## src/rtl/ctr_pkg.sv

```systemverilog
package ctr_pkg;

   // Two-bit operation code presented on the mode input
   typedef enum logic [1:0] {
      MODE_LOAD = 2'b00,
      MODE_UP   = 2'b01,
      MODE_DOWN = 2'b10,
      MODE_HOLD = 2'b11
   } ctr_mode_e;

   // Decoded controls handed from the decoder to the datapath
   typedef struct packed {
      logic load;
      logic step_up;
      logic step_dn;
      logic sel_up;
      logic sel_dn;
   } ctr_ctl_t;

endpackage

```

## src/rtl/ctr_mode_dec.sv

```systemverilog
module ctr_mode_dec
   import ctr_pkg::*;
(
   input  logic [1:0] mode,
   input  logic       cen_n,
   output ctr_ctl_t   ctl
);

   ctr_mode_e op;

   always_comb begin
      op          = ctr_mode_e'(mode);
      ctl         = '0;
      ctl.load    = (op == MODE_LOAD);
      ctl.sel_up  = (op == MODE_UP);
      ctl.sel_dn  = (op == MODE_DOWN);
      ctl.step_up = ctl.sel_up & ~cen_n;
      ctl.step_dn = ctl.sel_dn & ~cen_n;
   end

endmodule

```

## src/rtl/ctr_step.sv

```systemverilog
module ctr_step #(
   parameter int WIDTH       = 8,
   parameter bit RIPPLE_STEP = 1'b0
) (
   input  logic [WIDTH-1:0] cur,
   input  logic             step_up,
   input  logic             step_dn,
   output logic [WIDTH-1:0] nxt
);

   localparam logic [WIDTH-1:0] ONE = WIDTH'(1);

   if (WIDTH < 2) begin : g_width_chk
      $error("ctr_step: WIDTH must be at least 2");
   end

   if (RIPPLE_STEP) begin : g_toggle
      // toggle chain: a bit flips when every lower bit is at the
      // carry level for up (ones) or the borrow level for down (zeros)
      logic [WIDTH:0] tgl;
      assign tgl[0] = step_up | step_dn;
      for (genvar i = 0; i < WIDTH; i++) begin : g_bit
         assign tgl[i+1] = tgl[i] & (step_up ? cur[i] : ~cur[i]);
         assign nxt[i]   = cur[i] ^ tgl[i];
      end
   end else begin : g_adder
      always_comb begin
         if (step_up)      nxt = cur + ONE;
         else if (step_dn) nxt = cur - ONE;
         else              nxt = cur;
      end
   end

endmodule

```

## src/rtl/ctr_term.sv

```systemverilog
module ctr_term #(
   parameter int WIDTH = 8
) (
   input  logic [WIDTH-1:0] value,
   input  logic             sel_up,
   input  logic             sel_dn,
   input  logic             cen_n,
   output logic             tc_n
);

   logic at_top;
   logic at_bottom;

   assign at_top    = &value;
   assign at_bottom = ~|value;
   assign tc_n      = ~(~cen_n & ((sel_up & at_top) | (sel_dn & at_bottom)));

endmodule

```

## src/rtl/bidir_updown_counter.sv

```systemverilog
module bidir_updown_counter
   import ctr_pkg::*;
#(
   parameter int WIDTH       = 8,
   parameter bit RIPPLE_STEP = 1'b0
) (
   input  logic             clk,
   input  logic [1:0]       mode,
   input  logic             cen_n,
   input  logic             oe_n,
   input  logic [WIDTH-1:0] bus_in,
   output logic [WIDTH-1:0] bus_out,
   output logic             bus_drive,
   output logic             tc_n
);

   if (WIDTH < 2 || WIDTH > 64) begin : g_width_chk
      $error("bidir_updown_counter: WIDTH out of range 2..64");
   end

   ctr_ctl_t         ctl;
   logic [WIDTH-1:0] cnt_q;
   logic [WIDTH-1:0] cnt_step;
   logic [WIDTH-1:0] cnt_d;

   ctr_mode_dec u_dec (
      .mode  (mode),
      .cen_n (cen_n),
      .ctl   (ctl)
   );

   ctr_step #(
      .WIDTH       (WIDTH),
      .RIPPLE_STEP (RIPPLE_STEP)
   ) u_step (
      .cur     (cnt_q),
      .step_up (ctl.step_up),
      .step_dn (ctl.step_dn),
      .nxt     (cnt_step)
   );

   ctr_term #(
      .WIDTH (WIDTH)
   ) u_term (
      .value  (cnt_q),
      .sel_up (ctl.sel_up),
      .sel_dn (ctl.sel_dn),
      .cen_n  (cen_n),
      .tc_n   (tc_n)
   );

   assign cnt_d = ctl.load ? bus_in : cnt_step;

   always_ff @(posedge clk) begin
      cnt_q <= cnt_d;
   end

   assign bus_drive = ~oe_n;
   assign bus_out   = bus_drive ? cnt_q : '0;

endmodule

```

## config.mk

```make
export PLATFORM = sky130hd
export DESIGN_NAME = bidir_updown_counter
export DESIGN_NICKNAME = d
export VERILOG_FILES = /design/src/rtl/ctr_pkg.sv /design/src/rtl/ctr_mode_dec.sv /design/src/rtl/ctr_step.sv /design/src/rtl/ctr_term.sv /design/src/rtl/bidir_updown_counter.sv
export SDC_FILE = /design/constraint.sdc
export NUM_CORES = 1
export LEC_CHECK = 0
export BUFFER_PORTS_ARGS = -buffer_cell sky130_fd_sc_hd__buf_2
export CAP_MARGIN = 20
export CORE_UTILIZATION = 44
export CTS_BUF_LIST = sky130_fd_sc_hd__clkbuf_2 sky130_fd_sc_hd__clkbuf_4 sky130_fd_sc_hd__clkbuf_8
export DETAILED_ROUTE_END_ITERATION = 16
export GPL_ROUTABILITY_DRIVEN = 0
export PLACE_DENSITY_LB_ADDON = 0.15
export SYNTH_ARGS = -nofsm -noshare
export SYNTH_HDL_FRONTEND = slang
export SYNTH_SLANG_ARGS = --single-unit
```

## constraint.sdc

```tcl
create_clock -name clk -period 1.65 [get_ports clk]
set_input_delay 0.0825 -clock clk [delete_from_list [all_inputs] [get_ports clk]]
set_output_delay 0.0825 -clock clk [all_outputs]
set_load 0.05 [all_outputs]
```

**Word level (Yosys, flattened, before mapping)**

Cells that the tools add are included.

- Add/sub/neg operators: 2
- Equal/unequal tests: 2
- Mux-type cells: 4
- Bitwise logic cells: 9
- Reductions and logical operators: 5

Operator list:

| kind | number |
|---|---|
| 8-bit 2-to-1 mux | 4 |
| 8-bit by 1-bit adder with 8-bit output, second input constant | 1 |
| 8-bit AND reduction | 1 |
| 8-bit OR reduction | 1 |
| 8-bit by 1-bit subtractor with 8-bit output, second input constant | 1 |
| 1-bit bitwise AND | 5 |
| 1-bit inverter | 3 |
| 3-bit nonzero test | 1 |
| 2-bit by 1-bit == test with 1-bit output, second input constant | 1 |
| 2-bit == test, second input constant | 1 |
| 2-bit logical NOT | 1 |
| 1-bit logical NOT | 1 |
| 1-bit bitwise OR | 1 |

- Bits in registers: 8
- Input bits: 13
- Output and inout port bits: 10
- Word-level logic and storage cells: 23

**Logic depth before layout (Yosys ltp)**

- Depth after elaboration: 6
- Gate-level depth with buffers: 7
- Gate-level depth less buffers: 7

**Hierarchy**

From an unflattened synthesis, not the netlist that was laid out.

- Cell total of the unflattened synthesis: 72
- Area, all modules: 695.7 um^2

Modules (own cells, without submodules):

| module | times used | cells an instance | area each (um^2) | sequential area each (um^2) |
|---|---|---|---|---|
| bidir_updown_counter | 1 | 26 | 345.3 | 160.2 |
| ctr_step | 1 | 34 | 256.5 | 0.0 |
| ctr_term | 1 | 7 | 52.6 | 0.0 |
| ctr_mode_dec | 1 | 5 | 41.3 | 0.0 |

**Worst setup path before layout**

OpenSTA, ideal clock, no wires.

- Kind: flip-flop to flip-flop
- Start point: register cnt_q[0]
- End point: register cnt_q[4], data pin
- Library setup time: 0.269 ns
- Arrival time: 1.439 ns
- Data required time: 1.381 ns
- Slack: -0.057 ns
- Stages on the path, launching flop included: 6
- Path buffers: 0
- Clock period less this slack: 1.707 ns
- Path through: edfxtp_1 -> fa_1 -> a21o_1 -> a21oi_1 -> xor2_1 -> o21ai_0

- Longest elaborated chain between the ends: 4
- Elaborated cells on any way between the ends: 5
- Those cells by class: 2 x add/sub; 3 x mux

Ends and longest elaborated chain:

| item | RTL line | RTL |
|---|---|---|
| from (decl) | bidir_updown_counter.sv:22 | `logic [WIDTH-1:0] cnt_q;` |
| from (signal assigned) | bidir_updown_counter.sv:55 | `cnt_q <= cnt_d;` |
| 8-bit by 1-bit subtractor with 8-bit output | ctr_step.sv:29 | `else if (step_dn) nxt = cur - ONE;` |
| 8-bit 2-to-1 mux | ctr_step.sv:29 |  |
| 8-bit 2-to-1 mux (*) | ctr_step.sv:28 | `if (step_up) nxt = cur + ONE;` |
| 8-bit 2-to-1 mux (*) | bidir_updown_counter.sv:52 | `assign cnt_d = ctl.load ? bus_in : cnt_step;` |
| named net cnt_d[4] | bidir_updown_counter.sv:24 | `logic [WIDTH-1:0] cnt_d;` |

The timed path passes the listed nets; every way through them passes the cells marked *. The select of a mux whose other input is x is not followed.
A chain may end at the register's enable or synchronous reset.

**Worst setup path after layout**

- Start point: register cnt_q[2]
- End point: output tc_n

- Longest elaborated chain between the ends: 6
- Elaborated cells on any way between the ends: 8
- Those cells by class: 5 x bitwise; 3 x reduce/logical

Ends and longest elaborated chain:

| item | RTL line | RTL |
|---|---|---|
| 8-bit OR reduction | ctr_term.sv:15 | `assign at_bottom = ~\|value;` |
| 1-bit logical NOT | ctr_term.sv:15 |  |
| 1-bit bitwise AND | ctr_term.sv:16 | `assign tc_n = ~(~cen_n & ((sel_up & at_top) \| (sel_dn & at_bottom)));` |
| 1-bit bitwise OR (*) | ctr_term.sv:16 |  |
| 1-bit bitwise AND (*) | ctr_term.sv:16 |  |
| 1-bit inverter (*) | ctr_term.sv:16 |  |
| to (decl) | bidir_updown_counter.sv:14 | `output logic tc_n` |

Mark *: on every way between the ends. The rest lies on a longest branch, timed or not.

==> out/results.tsv <==
stage	metric	value	unit
run_status	status	finished, violations left	
run_status	violations	negative setup slack	
placement	dp_hpwl	1520	µm
clock_network	cts_tree	yes	
global_route	grt_max_degree	17	
min_path	hold_end	cnt_q[0]$_DFFE_PP_	
worst_setup_path	crit_required	1.57	ns
die	dieArea	0.00185	mm²
routing	wl_per_cell	14.9	µm
yosys	yosys.area_share.simple	26.2	%
worst_setup_path	worstReg2RegEnd	cnt_q[6]$_DFFE_PP_	
worst_setup_path	r2r-start	cnt_q[1]$_DFFE_PP_	
clock_network	clkSinkCount	8	
yosys	synth-async-reset-ratio	0	%
min_path	min_path_cells	3	
worst_setup_path	r2r_setup_slack	-0.17	ns
sta	slew_headroom	81.9	%
cells_and_area	syn2layout_area_growth	55.8	%
sta	layout_min_cycle_time	1.90	ns
power	vdd_drop_max	0.000795	V
routing	drt_iter0_markers	11	
sta	fin_skew	0.00133	ns
worst_setup_path	crit_path_start_kind	register	
worst_setup_path	crit_path_end_kind	output pin	
clock_network	clkLatencyLatePin	0.26	ns
min_path	hp-class	input port to register	
sta	finalSetupTns	-0.644	ns
yosys	synthTopCellsByCount	edfxtp_1, nand2_1, nor2b_1	
cells_and_area	largest_register	cnt_q	
job	cap_violations	0	
clock_network	clk_pin_slew	0.06	ns
sta	hold_slack	0.0974	ns
sta	report.final.slew_viol_count	0	
yosys	synth_edf_count	8	
routing	vias	803	
worst_setup_path	path_max_fanout	3	
cells_and_area	largest_reg_flops	8	
placement	post-place-ws	-0.232	ns
global_route	grt_pass1_wl	3670	µm
power	power.density	1190	mW/mm²
sta	fmax	0.527	GHz
die	start_util	48.0	%
yosys	synth_nets	101	
sta	hold_violations	0	
yosys	ys_warn_count	0	
cells_and_area	n_antenna_cell	0	
power	p_total	1.37	mW
cells_and_area	drive_above_1_share	50.4	%
routing	remaining_drc_errors	0	
sta	fin_ws	-0.249	ns
worst_setup_path	arrival	1.82	ns
yosys	synth_top_family_by_area	simple AND/OR/NAND/NOR gates	
sta	setup_viol	4	
yosys	yosys.area_share.xor_xnor	4.74	%
yosys	yosysTopAreaCellShare	32.5	%
yosys	synth.avg_cell_area	9.24	µm²
clock_network	cts_root_buf	clkbuf_4	
yosys	synth.cell_area	739	µm²
yosys	synthAdderAreaFrac	14.6	%
clock_network	cts_max_path_buffers	2	
die	rows	14	
clock_network	htreeDepth	1	
placement	io_buffers	22	
power	p_leak	0.528	nW
yosys	yosysSeqAreaShare	32.5	%
min_path	hold_start	bus_in[0]	
die	ioPinCount	23	
die	die_h	43.0	µm
sta	worst_slew_pin_slew	0.270	ns
global_route	grt_antenna_before_repair	0	
yosys	synth-seq-cells	8	
yosys	syn_inst	80	
yosys	synth_mux_area_share	1.52	%
yosys	synthTopCellsByArea	edfxtp_1, ha_1, nor2b_1	
cells_and_area	postLayoutCoreUtil	74.8	%
cells_and_area	largestRegisters	cnt_q x8	
routing	first_pass_iters	4	
yosys	synth_compound_area_share	17.9	%
worst_setup_path	rr_worst_depth	6	
yosys	synth-main-ff-cell	edfxtp_1	
cells_and_area	stdcell_count	145	
global_route	overflow	0	
die	die_w	43.0	µm
cells_and_area	nets	152	
routing	vias_per_cell	5.54	
global_route	grt_use_total	27.0	%
worst_setup_path	critical_path_class	register to output pin	
cells_and_area	design_area	0.00115	mm²
sta	rsz0062_at_grt	true	
routing	drt.antenna.violating_nets	0	
global_route	first_global_vias	808	
yosys	synth.distinct_cells	28	
yosys	yosysTopAreaCell	edfxtp_1	
placement	placed_cells	138	
die	coreArea	0.00154	mm²
sta	period_share	115	%
clock_network	numCtsBuffers	3	
routing	wirelength	2170	µm
placement	place_area	0.00103	mm²
cells_and_area	nFillCells	119	
[timing repair]
item | in CTS | in global routing
setup buffers | 5 | 0
endpoints found under the setup margin | 5 | 7
pin swaps | 7 | 3
hold buffers | 0 | 0
resized for setup | 11 | 5
[worst max-delay path, cell delays in order, from the launching register on]
cell	delay, ns
edfxtp_1	0.40
buf_4	0.16
or4b_4	0.55
nor4_4	0.15
o21bai_1	0.10
buf_4	0.19
[layout make-up]
class                   count  area [µm²]  share of cell area, %
clock buffers               3        22.5                   1.95
inverters                   4        15.0                   1.30
multi-input cells          67         547                   47.4
flip-flops and latches      8         240                   20.8
well taps                  16        20.0                   1.74
repair buffers             47         308                   26.7
[routing by layer]
layer  up-vias  global-route usage [%]  wire length [µm]  share of wire [%]
met3         4                    3.83                90                4.2
met1       371                    35.8               996                 46
met2        27                    43.3              1050                 48
met5         -                       0                 0                  0
li1        401                       -                 -                  -
met4         0                    12.1                34                1.6
[power breakdown]
part	leakage [nW]	internal (mW)	switching (mW)	total, mW
logic	0.436	0.412	0.454	0.866
clock network	0.0138	0.0841	0.0783	0.162
registers	0.0790	0.303	0.0421	0.345
[worst max path at each step]
| stage | from | endpoint | cells after the start |
|---|---|---|---|
| 4_1_cts | cnt_q[2]$_DFFE_PP_ | tc_n | 5 |
| 3_3_place_gp | mode[1] | cnt_q[7]$_DFFE_PP_ | 8 |
| 3_5_place_dp | mode[1] | cnt_q[7]$_DFFE_PP_ | 8 |
| 5_1_grt | cnt_q[2]$_DFFE_PP_ | tc_n | 5 |
| 2_1_floorplan | cnt_q[0]$_DFFE_PP_ | cnt_q[4]$_DFFE_PP_ | 5 |
| 6_report | cnt_q[2]$_DFFE_PP_ | tc_n | 5 |
[cell families after synthesis]
logic type	Yosys count
adders and majority gates	8
muxes	1
buffers and inverters	5
xor gates and xnor gates	4
and+or+nand+nor	33
AOI/OAI and AO/OA	21
DFF	8
[cells in the final DEF, fill, tap and decap left out, types with 2 or more instances in the layout]
master,n
o21ai_0,4
xor2_1,2
o21ai_1,2
ha_1,6
a31oi_1,2
nor3b_1,2
buf_4,24
nand4_1,2
nand2_1,8
a21o_1,4
clkbuf_4,3
nor4_1,2
or4_1,2
nor3_1,2
a21oi_2,4
buf_6,2
nor2b_1,8
edfxtp_1,8
buf_2,21
inv_1,3
No activity file was read; power rests on OpenSTA's default activity.
